$ cat config.mk
export PLATFORM = sky130hd
export DESIGN_NAME = column_code_sampler
export DESIGN_NICKNAME = d
export VERILOG_FILES = /design/src/rtl/sampler_pkg.sv /design/src/rtl/token_chain.sv /design/src/rtl/slot_encoder.sv /design/src/rtl/group_store.sv /design/src/rtl/column_code_sampler.sv
export SDC_FILE = /design/constraint.sdc
export NUM_CORES = 2
export LEC_CHECK = 0
export ABC_AREA = 1
export BUFFER_PORTS_ARGS = -buffer_cell sky130_fd_sc_hd__buf_4
export CORE_MARGIN = 2
export CORE_UTILIZATION = 50
export DETAILED_ROUTE_END_ITERATION = 12
export PLACE_DENSITY = 0.65
export RECOVER_POWER = 25
export SKIP_CTS_REPAIR_TIMING = 1
export SLEW_MARGIN = 5
export SYNTH_ARGS = -nofsm -noshare
export SYNTH_HDL_FRONTEND = slang
export SYNTH_SLANG_ARGS = --single-unit
$ cat constraint.sdc
create_clock -name clk -period 16.75 [get_ports clk]
set_clock_uncertainty 0.05 [all_clocks]
set_input_delay 3.35 -clock clk [delete_from_list [all_inputs] [get_ports clk]]
set_output_delay 3.35 -clock clk [all_outputs]
set_load 0.01 [all_outputs]
$ cat src/rtl/sampler_pkg.sv
package sampler_pkg;
  // Fill direction as seen on the fill_up input.
  typedef enum logic {
    FILL_DOWN = 1'b0,
    FILL_UP   = 1'b1
  } fill_dir_e;

  localparam int unsigned DEF_STAGES = 64;
  localparam int unsigned DEF_CODES  = 6;
  localparam int unsigned DEF_CODE_W = 6;
endpackage

$ cat src/rtl/token_chain.sv
// One-hot token chain: sel_o[i] is the write select for logical group i
// on the current edge. A start enters at stage 0.
module token_chain #(
  parameter int unsigned STAGES = 64
) (
  input  logic              clk,
  input  logic              rst,
  input  logic              start_i,
  output logic [STAGES-1:0] sel_o
);
  logic [STAGES-2:0] tok_q;

  assign sel_o = {tok_q, start_i};

  always_ff @(posedge clk) begin
    if (rst) tok_q <= '0;
    else     tok_q <= sel_o[STAGES-2:0];
  end
endmodule

$ cat src/rtl/slot_encoder.sv
// Turns the token selects into a write address and a write strobe.
module slot_encoder #(
  parameter int unsigned STAGES = 64,
  localparam int unsigned IDX_W = $clog2(STAGES)
) (
  input  logic [STAGES-1:0] sel_i,
  output logic [IDX_W-1:0]  idx_o,
  output logic              any_o
);
  always_comb begin
    idx_o = '0;
    for (int i = 0; i < int'(STAGES); i++) begin
      if (sel_i[i]) idx_o = IDX_W'(i);
    end
  end

  assign any_o = |sel_i;
endmodule

$ cat src/rtl/group_store.sv
// Single write port, registered read port (old data on a collision).
module group_store #(
  parameter int unsigned DEPTH  = 64,
  parameter int unsigned WORD_W = 36,
  localparam int unsigned ADDR_W = $clog2(DEPTH)
) (
  input  logic              clk,
  input  logic              rst,
  input  logic              we,
  input  logic [ADDR_W-1:0] waddr,
  input  logic [WORD_W-1:0] wdata,
  input  logic [ADDR_W-1:0] raddr,
  output logic [WORD_W-1:0] rdata
);
  logic [WORD_W-1:0] mem [DEPTH];

  always_ff @(posedge clk) begin
    if (we) mem[waddr] <= wdata;
    rdata <= mem[raddr];
  end

  // with no write on the previous edge and the same address, read data holds
  p_read_hold_r9: assert property (@(posedge clk) disable iff (rst)
    (!$past(we) && raddr == $past(raddr)) |=> $stable(rdata));
endmodule

$ cat src/rtl/column_code_sampler.sv
module column_code_sampler
  import sampler_pkg::*;
#(
  parameter int unsigned STAGES = DEF_STAGES,
  parameter int unsigned CODES  = DEF_CODES,
  parameter int unsigned CODE_W = DEF_CODE_W,
  localparam int unsigned WORD_W = CODES * CODE_W,
  localparam int unsigned IDX_W  = $clog2(STAGES),
  localparam int unsigned CNT_W  = $clog2(STAGES + 1)
) (
  input  logic              clk,
  input  logic              rst,
  input  logic              fill_up,
  input  logic              invert,
  input  logic              sp_right_i,
  input  logic              sp_left_i,
  output logic              sp_right_o,
  output logic              sp_left_o,
  input  logic [WORD_W-1:0] pix_data,
  input  logic [IDX_W-1:0]  rd_grp,
  output logic [WORD_W-1:0] rd_word
);
  fill_dir_e         dir;
  logic              start_eff;
  logic [STAGES-1:0] sel;
  logic [IDX_W-1:0]  log_idx;
  logic [IDX_W-1:0]  phys_idx;
  logic              sel_any;
  logic              we;
  logic [WORD_W-1:0] cond_word;

  assign dir       = fill_dir_e'(fill_up);
  assign start_eff = !rst && ((dir == FILL_UP) ? sp_right_i : sp_left_i);

  token_chain #(.STAGES(STAGES)) u_chain (
    .clk    (clk),
    .rst    (rst),
    .start_i(start_eff),
    .sel_o  (sel)
  );

  slot_encoder #(.STAGES(STAGES)) u_enc (
    .sel_i(sel),
    .idx_o(log_idx),
    .any_o(sel_any)
  );

  // Mirror the group address when filling from the top end.
  assign phys_idx = (dir == FILL_UP) ? log_idx : IDX_W'(STAGES - 1) - log_idx;
  assign we       = sel_any && !rst;

  // Per-code conditioning: optional complement of each code.
  for (genvar c = 0; c < int'(CODES); c++) begin : g_code
    assign cond_word[c*CODE_W +: CODE_W] =
      invert ? ~pix_data[c*CODE_W +: CODE_W] : pix_data[c*CODE_W +: CODE_W];
  end

  group_store #(.DEPTH(STAGES), .WORD_W(WORD_W)) u_store (
    .clk  (clk),
    .rst  (rst),
    .we   (we),
    .waddr(phys_idx),
    .wdata(cond_word),
    .raddr(rd_grp),
    .rdata(rd_word)
  );

  // Carry pins: registered, only the far-end pin ever pulses.
  always_ff @(posedge clk) begin
    if (rst) begin
      sp_right_o <= 1'b0;
      sp_left_o  <= 1'b0;
    end else begin
      sp_right_o <= (dir == FILL_DOWN) && sel[STAGES-1];
      sp_left_o  <= (dir == FILL_UP)   && sel[STAGES-1];
    end
  end

  // Window counter used only by the checks below.
  logic [CNT_W-1:0] since_q;
  always_ff @(posedge clk) begin
    if (rst)                          since_q <= CNT_W'(STAGES);
    else if (start_eff)               since_q <= CNT_W'(1);
    else if (since_q < CNT_W'(STAGES)) since_q <= since_q + CNT_W'(1);
  end

  // a write only happens on a start edge or inside the fill window
  p_no_stray_write_r6: assert property (@(posedge clk) disable iff (rst)
    we |-> (start_eff || since_q < CNT_W'(STAGES)));

  // the carry appears right after the edge that wrote the last group
  p_carry_timing_r5: assert property (@(posedge clk) disable iff (rst)
    (sp_right_o || sp_left_o) |-> ($past(since_q) == CNT_W'(STAGES - 1)));

  // the carry pulse is one clock wide
  p_carry_single_r5: assert property (@(posedge clk) disable iff (rst)
    (sp_right_o || sp_left_o) |=> !(sp_right_o || sp_left_o));

  // the pin on the input side stays low while direction is steady
  p_idle_pin_low_r4: assert property (@(posedge clk) disable iff (rst)
    (fill_up == $past(fill_up)) |-> (fill_up ? !sp_right_o : !sp_left_o));
endmodule

Word level (Yosys, flattened, before mapping):

Memory sizes are Yosys's and may differ from the RTL's. A register that Yosys moved wholly into a read port is not among the register bits.
Cells that the tools add are included.

* register bits after elaboration: 65
* RAM bits: 2304
* input port bits: 48
* output and inout port bits: 38
* logic and storage cells: 91
* memories: 1

* add/subtract/negate cells: 1
* multiplexer cells: 73
* bitwise gates (word level): 7
* reductions and logical operators: 6

Memory list
* u_store.mem: words 64, width 36, read ports 1, clocked after Yosys merged registers in 1, wr ports 1, RTL line group_store.sv:15 `logic [WORD_W-1:0] mem [DEPTH];`

Operators by type and width (number)
* $mux W6: 39
* $mux W5: 16
* $reduce_or A64 Y1: 1
* $not A6 Y6: 6
* $mux W4: 8
* $mux W3: 4
* $sub A6 B6 Y6 const A: 1
* $logic_and A1 B1 Y1: 4
* $mux W1: 4
* $mux W2: 2
* $logic_not A1 Y1: 1
* $not A1 Y1: 1

Longest topological paths before layout:

* depth after elaboration: 65
* depth in mapped cells: 66
* gate-level depth less buffers: 66

Modules after synthesis:

From an unflattened synthesis, not the netlist that was laid out.

* cell total of the unflattened synthesis: 8084
* area, all modules: 96475.0 um2

Modules (own cells, without submodules)
* group_store: instances 1, cells each 7599, area an instance 93008.0 um2, sequential area each 69907.0 um2
* token_chain: instances 1, cells each 197, area an instance 1820.5 um2, sequential area each 1261.2 um2
* slot_encoder: instances 1, cells each 227, area an instance 1117.3 um2, sequential area each 0.0 um2
* column_code_sampler: instances 1, cells each 61, area an instance 529.3 um2, sequential area each 40.0 um2

Least setup slack after synthesis:

Ideal clock, no wire load.

* path kind: input port to flip-flop
* from: input port fill_up
* to: memory u_store.mem[20][0] (enable)
* library setup time: 429 ps
* arrival: 6046 ps
* required time: 16271 ps
* setup slack: 10225 ps
* stages: 12
* buffers on the path: 1
* cell sequence: buf_12 > inv_4 > nand2_1 > a21oi_1 > nor4_1 > nand2_1 > nor2_1 > a21oi_1 > inv_1 > nor3_1 > nand2_1 > nor2_1

* longest elaborated chain between the ends: 6
* elaborated cells on any way between the ends: 7
* classes of those cells: mux (4); reduce/logical (3)

RTL lines
* from (decl): RTL line column_code_sampler.sv:13 `input logic fill_up,`
* $mux W1: RTL line column_code_sampler.sv:33 `assign start_eff = !rst && ((dir == FILL_UP) ? sp_right_i : sp_left_i);`
* $logic_and A1 B1 Y1: RTL line column_code_sampler.sv:33
* $reduce_or A64 Y1: RTL line slot_encoder.sv:17 `assign any_o = |sel_i;`
* $logic_and A1 B1 Y1: RTL line column_code_sampler.sv:50 `assign we = sel_any && !rst;`
* $mux W1: RTL line group_store.sv:18 `if (we) mem[waddr] <= wdata;`
* $mux W1 (implied by the code): RTL line group_store.sv:18
* to (decl): RTL line group_store.sv:15

Parallel ways exist; a longest one is shown, timed or not.

Final worst setup path:

* from: input port invert
* to: memory u_store.mem[53][24] (data pin)

* longest elaborated chain between the ends: 1

RTL lines
* from (decl): RTL line column_code_sampler.sv:14 `input logic invert,`
* $mux W6: RTL line column_code_sampler.sv:55 `invert ? ~pix_data[c*CODE_W +: CODE_W] : pix_data[c*CODE_W +: CODE_W];`
* net cond_word[24]: RTL line column_code_sampler.sv:30 `logic [WORD_W-1:0] cond_word;`

The timed path passes the listed nets, and every way through them passes these cells.

==> impl_metrics.tcl <==
set metrics [dict create \
    outcome "finished with violations" \
    violations "max-capacitance violations, max-slew violations" \
    wirelength_um 271000 \
    crit_path_cell_trace "clkbuf_1 -> clkbuf_1 -> xor2_4 -> clkbuf_1" \
    yosys.area.top_type "edfxtp_1" \
    synth_edf_count 2304 \
    grt_max_degree 181 \
    crit_top_cell "clkbuf_1" \
    fillCellCount 14900 \
    endpoint "u_store.mem[53][24]" \
    netSwitchingPower_mw 2.98 \
    grt_pass1_vias 56500 \
    reg2reg_depth 65 \
    clock-sinks 2405 \
    power.density_mw_per_mm2 122 \
    cp-end-kind "register" \
    track_usage_pct 27.8 \
    place_congestion 0.863 \
    rows 158 \
    dieHeight_um 436 \
    vdd_ir_drop_max_mv 0.0960 \
    synth.distinct_cells 31 \
    slew_headroom_pct -165 \
    area.growth.synth_to_final_pct 12.0 \
    drt_drc_violations_left 0 \
    ant_nets 0 \
    hpwlAfterDp_um 148000 \
    cp_max_fo 64 \
    timing.final.crit_share_pct 68.7 \
    max_freq_mhz 87.0 \
    worst_slew_pin_slew_ns 3.98 \
    synth_area_per_cell_um2 13.1 \
    fp.dieArea_mm2 0.190 \
    finalMaxSlewViolations 1515 \
    seq_power_share_pct 53.3 \
    drive_above_1_share_pct 8.32 \
    r2r_end "u_store.mem[9][19]" \
    rr_startpoint "u_chain.tok_q[0]" \
    clkSlewWorstSetupHoldPaths_ns 0.06 \
    intPower_mw 9.75 \
    crit_start "invert" \
    cp.required_ns 16.83 \
    synth_top_area_share_pct 74.2 \
    num_vias 61500 \
    cpPeakStageDelay_ns 2.96 \
    ys_seq_elements 2405 \
    clkLatencyLatePin_ns 0.86 \
    core_area_mm2 0.185 \
    cts_tree "done" \
    rsz0062_at_grt "no" \
    antenna_found_initial 11 \
    synth_common_cells "edfxtp_1 (2,304), nor2_1 (1,720), o21ai_0 (1,086)" \
    start_util_pct 50.3 \
    synthCells 7134 \
    cts_made_buffers 231 \
    nets 7139 \
    first_iter_violations 9263 \
    hold_path.class "register to register" \
    yosysMostFrequentCell "edfxtp_1" \
    start_kind "input pin" \
    die_x_um 436 \
    syn_nets 7182 \
    ios 86 \
    grt_first_pass_wirelength_um 391000 \
    power_frac_clock_pct 39.4 \
    dr.pass1.iters 7 \
    io_buffers 85 \
    hold_path_depth 2 \
    viasPerCell 6.30 \
    hold_viol_final 0 \
    min_period_ns 11.50 \
    comb_power_share_pct 7.3 \
    clockBufferDepth 3 \
    syn_area_mm2 0.0933 \
    yosysWarnings 0 \
    worst-r2r-setup-slack_ns 11.11 \
    synth_ff_type "edfxtp_1" \
    finalSetupViolCount 0 \
    cts_htree_levels 4 \
    critical_path_arrival_ns 11.59 \
    synth_area_leaders "edfxtp_1 (74%), nor2_1 (6.9%), o21ai_0 (5.8%)" \
    power_switching_share_pct 23.4 \
    detail_route.wl_per_cell_um 27.8 \
    crit_type "input pin to register" \
    tns_ns 0 \
    maxCapViolations 27 \
    cts-root-buf "clkbuf_16" \
    grt.overflow.total 0 \
    utilization_pct 56.3 \
    leakage_nw 32.8 \
    ys_seq_area_share_pct 76.3 \
    synthArstFlopShare_pct 0 \
    cp_slowest_cell "clkbuf_1" \
]
## cell usage in the layout, fill, tap and decap left out, types with 9 or more instances in the layout
cell type  count
nor2_4        64
clkbuf_1     136
bufinv_16     14
o21ai_1      377
xor2_1         9
nand2_1      126
buf_4        159
xor2_4        32
o21ai_0     1086
nor2_1      1656
clkbuf_16    232
dfxtp_1      101
nand3_4       10
buf_12        10
edfxtp_1    2304
clkbuf_8      13
o22ai_1      705
o32ai_1       44
clkinv_1      45
clkinv_2      34
inv_1         60
clkinv_8      10
## cells by family (layout without fill, tap and decap cells)
logic type | count (synthesis) | after routing | share of synthesized area, %
other | 0 | 1 | 0
flip-flops | 2405 | 2405 | 76.3
AND/OR/NAND/NOR | 1873 | 1873 | 7.78
buffers and inverters | 586 | 734 | 2.39
XOR/XNOR | 41 | 41 | 0.385
AO/OA/AOI/OAI | 2229 | 2229 | 13.1
## power groups by stage
stage          logic [mW]  registers, mW  clock network, mW
3_5_place_dp        0.924           6.88                  0
4_1_cts             0.927           6.76               5.05
2_1_floorplan       0.482           6.88                  0
3_3_place_gp        0.913           6.88                  0
5_1_grt             0.983           6.77               5.27
6_report            0.929           6.77               5.02
## state kept, by name (all words and copies together) (netlist names)
register       cells
sp_left_o          1
sp_right_o         1
u_chain.tok_q     63
u_store.mem     2304
u_store.rdata     36
## critical path, delay by kind of cell
kind / cells / cell delay, ns
buffers and inverters: 3 / 7.93
xor gates and xnor gates: 1 / 0.18
## how the worst min path moves through the flow
stage / to / slack, ns / startpoint
2_1_floorplan: u_chain.tok_q[2] / 0.36 / u_chain.tok_q[1]
4_1_cts: u_chain.tok_q[3] / 0.39 / u_chain.tok_q[2]
5_1_grt: u_chain.tok_q[2] / 0.41 / u_chain.tok_q[1]
3_5_place_dp: u_chain.tok_q[3] / 0.38 / u_chain.tok_q[2]
3_3_place_gp: u_chain.tok_q[2] / 0.37 / u_chain.tok_q[1]
6_report: u_chain.tok_q[3] / 0.38 / u_chain.tok_q[2]
## metrics by stage
stage | setup WS, ns | hold WS, ns | total power [mW] | std cells | cell area (µm²)
floorplan | 10.22 | 0.364 | 7.36 | 7134 | 93300
global placement | 8.91 | 0.374 | 7.80 | 9336 | 97500
detailed placement | 8.83 | 0.378 | 7.81 | 9336 | 97500
CTS | 9.71 | 0.385 | 12.7 | 9760 | 105000
global route | 4.73 | 0.406 | 13.0 | 9762 | 104000
finish | 5.25 | 0.381 | 12.7 | 9763 | 104000
## area by class of cell
cell class	instances	area (µm²)	area share (%)
flip-flops and latches	2405	71200	68.1
clock buffers	318	6250	5.98
clock inverters	106	982	0.940
repair buffers	235	1690	1.61
well taps	2480	3100	2.97
multi-input cells	4143	20900	20.0
inverters	75	322	0.308
diodes	1	2.50	0.00239
## metal layers
layer / track usage, % / vias to the layer above / wire [µm]
met5: 0 / - / 33
met4: 9.42 / 6 / 9710
met3: 5.38 / 525 / 32500
met2: 41.7 / 3891 / 122000
met1: 41.0 / 30700 / 107000
li1: - / 26400 / -
No activity file was read; power rests on OpenSTA's default activity.
